--- src/rtl/cpu_wake_dispatch.sv ---
module cpu_wake_dispatch #(
  parameter int NCPU = 4
) (
  input  logic              clk,
  input  logic              rst_n,
  input  logic              notify_vld,
  input  logic [2:0]        notify_cls,
  input  logic [2*NCPU-1:0] run_state,
  input  logic [NCPU-1:0]   halted,
  input  logic [NCPU-1:0]   en_ext,
  input  logic [NCPU-1:0]   en_io,
  input  logic [NCPU-1:0]   en_mchk,
  input  logic [NCPU-1:0]   req_ack,
  output logic [NCPU-1:0]   hard_req,
  output logic [NCPU-1:0]   kick
);

  localparam int CLS_SVC = 0;
  localparam int CLS_IO  = 1;
  localparam int CLS_MCK = 2;

  logic [NCPU-1:0] active;
  logic [NCPU-1:0] gate;
  logic [NCPU-1:0] want;

  for (genvar i = 0; i < NCPU; i++) begin : g_cpu
    assign active[i] = run_state[2*i+1];
    assign gate[i]   = notify_cls[CLS_SVC] ? en_ext[i]  :
                       notify_cls[CLS_IO]  ? en_io[i]   :
                       notify_cls[CLS_MCK] ? en_mchk[i] : 1'b1;
    assign want[i]   = active[i] & (~halted[i] | gate[i]);
  end

  always_ff @(posedge clk) begin
    if (!rst_n) begin
      hard_req <= '0;
      kick     <= '0;
    end else begin
      kick     <= notify_vld ? want : '0;
      hard_req <= notify_vld ? '1 : (hard_req & ~req_ack);
    end
  end

endmodule


--- config.mk ---
export PLATFORM = sky130hd
export DESIGN_NAME = cpu_wake_dispatch
export DESIGN_NICKNAME = d
export VERILOG_FILES = /design/src/rtl/cpu_wake_dispatch.sv
export SDC_FILE = /design/constraint.sdc
export NUM_CORES = 1
export LEC_CHECK = 0
export BUFFER_PORTS_ARGS = -buffer_cell sky130_fd_sc_hd__buf_4
export CAP_MARGIN = 20
export CORE_MARGIN = 5
export CORE_UTILIZATION = 28
export CTS_CLUSTER_DIAMETER = 50
export CTS_CLUSTER_SIZE = 14
export DETAILED_ROUTE_END_ITERATION = 12
export PLACE_DENSITY = 0.68
export SYNTH_ARGS = -nofsm -noshare
export SYNTH_HDL_FRONTEND = slang
export SYNTH_SLANG_ARGS = --single-unit
--- constraint.sdc ---
create_clock -name clk -period 0.9 [get_ports clk]
set_input_delay 0.18 -clock clk [delete_from_list [all_inputs] [get_ports clk]]
set_output_delay 0.18 -clock clk [all_outputs]
set_load 0.05 [all_outputs]
[Word level (Yosys, flattened, before mapping)]
Cells that the tools add are included.
Storage, ports and cells
  register bits after elaboration: 8
  word-level logic and storage cells: 30
Cells by class
  muxes and demuxes: 13
  bitwise operators: 14
  reduce and logical (&&, ||, !) cells: 1
Operators with widths (count)
  $mux W1: 12
  $and A1 B1 Y1: 4
  $and A4 B4 Y4: 1
  $mux W4: 1
  $not A1 Y1: 4
  $not A4 Y4: 1
  $or A1 B1 Y1: 4
  $reduce_and A2 Y1: 1

[Depth between registers and ports, before layout]
  depth in word-level cells: 5
  depth in mapped cells: 4
  gate-level depth less buffers: 3

[Worst setup path before layout]
OpenSTA, ideal clock, no wires.
  path type: reg2reg
  start: register hard_req[0]
  end: register hard_req[0]
  setup time: 0.058 ns
  data arrival time: 0.886 ns
  required time: 0.842 ns
  setup slack: -0.044 ns
  stages on the path, launching flop included: 3
  clock period less this slack: 0.944 ns
  cells stage by stage: dfxtp_1 > nor2b_1 > o21a_1
Between the ends
  word-level cells in the longest chain between the ends: 2
RTL lines
  start: declaration: line 14  | output logic [NCPU-1:0] hard_req,
  start signal: assignment: line 40  | hard_req <= notify_vld ? '1 : (hard_req & ~req_ack);
  $and A4 B4 Y4: line 40
  $mux W4: line 40
Every way passes these cells.
A chain may end at the register's enable or synchronous reset.

[Worst setup path after layout]
  start: register hard_req[2]
  end: output hard_req[2]
No word-level cell between the ends.

==> results by group <==
Run status
  • Outcome: finished clean

Cells and area
  • Register area: ~170 µm²
  • Multi-input gate area: 184 µm²
  • Area growth from synthesis to layout: 97.0%
  • Fin cells: 94
  • Number of fill cells: 133
  • Nets: 115
  • Diodes inserted: 0
  • Share of cells above drive strength 1: 62.0%

Worst setup path
  • Worst path cell trace: buf_8
  • CP Buf/Inv Count: 1
  • Crit-path max FO: 2
  • Max stage delay on crit path: 330 ps
  • Setup CP Type: reg2out
  • CP Capture Type: output pin
  • CP arrival: 720 ps
  • Critical path launch point type: flip-flop
  • Slowest cell on crit path: dfxtp_2
  • CP required: 720 ps
  • Family with the most delay on the worst path: flip-flops

Logic synthesis
  • Ys Warns: 0
  • Synth top area share: 42.4%
  • Synth top cells by count: dfxtp_1, nand2_1, nor2b_1, o21a_1
  • Seq cells post-synth: 8
  • Post-synthesis sequential area ratio: 42.4%
  • Ys flop type: dfxtp_1
  • Mapped Nets: 77
  • Post-synth EDFFs: 0
  • Yosys top cell by area: dfxtp_1
  • Synthesized area: 378 µm²
  • Syn Inst Count: 43
  • Most area-consuming cells after synthesis: dfxtp_1, a221o_1, o21a_1, nor2b_1, a31oi_1
  • Fraction of registers with async set/reset: 0%
  • Most frequent cell after synthesis: dfxtp_1
  • Count of cell types in the netlist: 16
  • Syn_area_per_cell: 8.79 µm²

Pwr
  • Pwr Density: 1260 mW/mm²
  • Cell internal pwr: 0.691 mW
  • Switching Share: 26.3%
  • Lkg Pwr: 0.359 nW
  • Combinational cell fraction of total power: roughly 31%
  • Sequential fraction of design power: 41.6%
  • Clk pwr share: 27.9%
  • Sw power: 0.247 mW
  • Final Power: 0.937 mW
  • Max IR drop VDD: 0.000473 V

Die
  • Top-Level Pins: 42
  • Die X: roughly 47 µm
  • Placeable Area: 0.00128 mm²
  • Die Y: 46.7 µm
  • DIE AREA: 0.00218 mm²
  • Starting Density: a little under 30%
  • Site Rows: 13

STA
  • Post-route clock period utilization: 100%
  • RSZ-0062 raised after global routing: true
  • FMAX: 1110 MHz
  • Final hold vios: 0
  • Clock Skews: 0 ps
  • Fin crit period: 900 ps
  • Slew headroom: 83.5%
  • Slew Limit Fails: 0
  • Final setup viols: 0
  • Slew @ Worst Pin: 244 ps

Route
  • DRT Wirelength: about 1.0 mm
  • Via count: 440
  • Post-DRT Antenna Nets: 0
  • Drt initial violations: 2
  • Drt drc: 0
  • Via density: 4.68
  • Wire per inst: 10.9 µm
  • First drt pass iteration count: 4

Global route
  • Total gr overflow: 0
  • GRT Util Overall: roughly 10%
  • First-pass GRT wire length: ~1.5 mm
  • Largest net degree at the start of global routing: 9
  • Number of global-route vias before repair: 420
  • Initial antenna violation count: 0

Clock tree
  • TritonCTS clock tree: yes
  • CTS clock-pin slew for the worst setup and hold paths: 50 ps
  • Inserted Clock Buffers: 3
  • Root Driver: clkbuf_4
  • H-tree depth: 1
  • Clock latency at the later pin of the worst-skew pair: 240 ps
  • Hold_buf cts: 0
  • CTS max path bufs: 2
  • Clock sinks: 8

Placed design
  • Port Buffers: 37
  • Dpl cells: 91
  • GP Congestion: 0.619

Worst hold path
  • HP Class: in2reg

Job
  • Max cap viols: 0
## final timing paths
path,from,endpoint,slack [ps],cells after the start
min,halted[0],kick[0],100,2
min reg2reg,hard_req[0],hard_req[0],600,2
max,hard_req[2],hard_req[2],0.3,1
max reg2reg,hard_req[1],hard_req[1],190,2
## kinds of logic (layout without fill, tap and decap cells)
group | Yosys count | count (layout) | share of synthesized area [%]
AO/OA/AOI/OAI | 11 | 11 | 23.2
buffers and inverters | 7 | 43 | 8.94
flip-flops | 8 | 8 | 42.4
AND/OR/NAND/NOR | 17 | 17 | 25.5
## registers in the layout, summed over array words and instances (netlist names)
name,count
hard_req,4
kick,4
## per-stage QoR
step	setup WS (ps)	util [%]	cell area [µm²]	hold WS, ps	setup TNS, ps
6_report	0.259	57.9	744	105	0
4_1_cts	-16.9	57.4	737	91.1	-61.4
5_1_grt	-34.5	57.9	744	93.2	-164
2_1_floorplan	34.6	-	383	279	0
3_5_place_dp	-93.8	51.1	657	368	-93.8
3_3_place_gp	-67.7	51.1	657	367	-67.7
## cells in the final DEF, fill, tap and decap left out
| cell | n |
|---|---|
| nor2b_4 | 1 |
| o311ai_1 | 1 |
| a221o_1 | 3 |
| inv_1 | 3 |
| a31oi_1 | 3 |
| nand3_1 | 3 |
| buf_4 | 29 |
| nor2_1 | 3 |
| clkbuf_4 | 3 |
| buf_8 | 8 |
| o21a_1 | 4 |
| nor3b_1 | 1 |
| nor2b_1 | 4 |
| dfxtp_2 | 8 |
| nand2_1 | 4 |
| and4_1 | 1 |
## power groups by stage
| stage | sequential, mW | clock [mW] | combinational (mW) |
|---|---|---|---|
| after floorplan | 0.455 | 0 | 0.0675 |
| after global placement | 0.389 | 0 | 0.260 |
| after detailed placement | 0.389 | 0 | 0.263 |
| after CTS | 0.390 | 0.278 | 0.285 |
| after global routing | 0.393 | 0.290 | 0.303 |
| final | 0.390 | 0.261 | 0.286 |
## cell type report
type / count / share of cell area (%)
Tap cell: 15 / 2.52
Multi-Input combinational cell: 28 / 24.7
Sequential cell: 8 / 22.9
Timing Repair Buffer: 37 / 45.4
Inverter: 3 / 1.51
Clock buffer: 3 / 3.03
## layer usage
layer / vias to the layer above / part of all wire (%) / wire (µm) / track usage [%]
met5: - / 0 / 0 / 0
met4: 0 / 0.59 / 6 / 6.63
met3: 2 / 22 / 229 / 4.60
met2: 33 / 40 / 410 / 17.3
met1: 183 / 37 / 376 / 9.03
li1: 222 / - / - / -
## timing repair
| action | in CTS | in global routing |
|---|---|---|
| buffers inserted | 0 | 0 |
| cloned | 0 | 0 |
| hold endpoints to repair | 0 | 0 |
| gates resized for setup | 18 | 2 |
| setup endpoints to repair | 8 | 8 |
No activity file was read; power rests on OpenSTA's default activity.
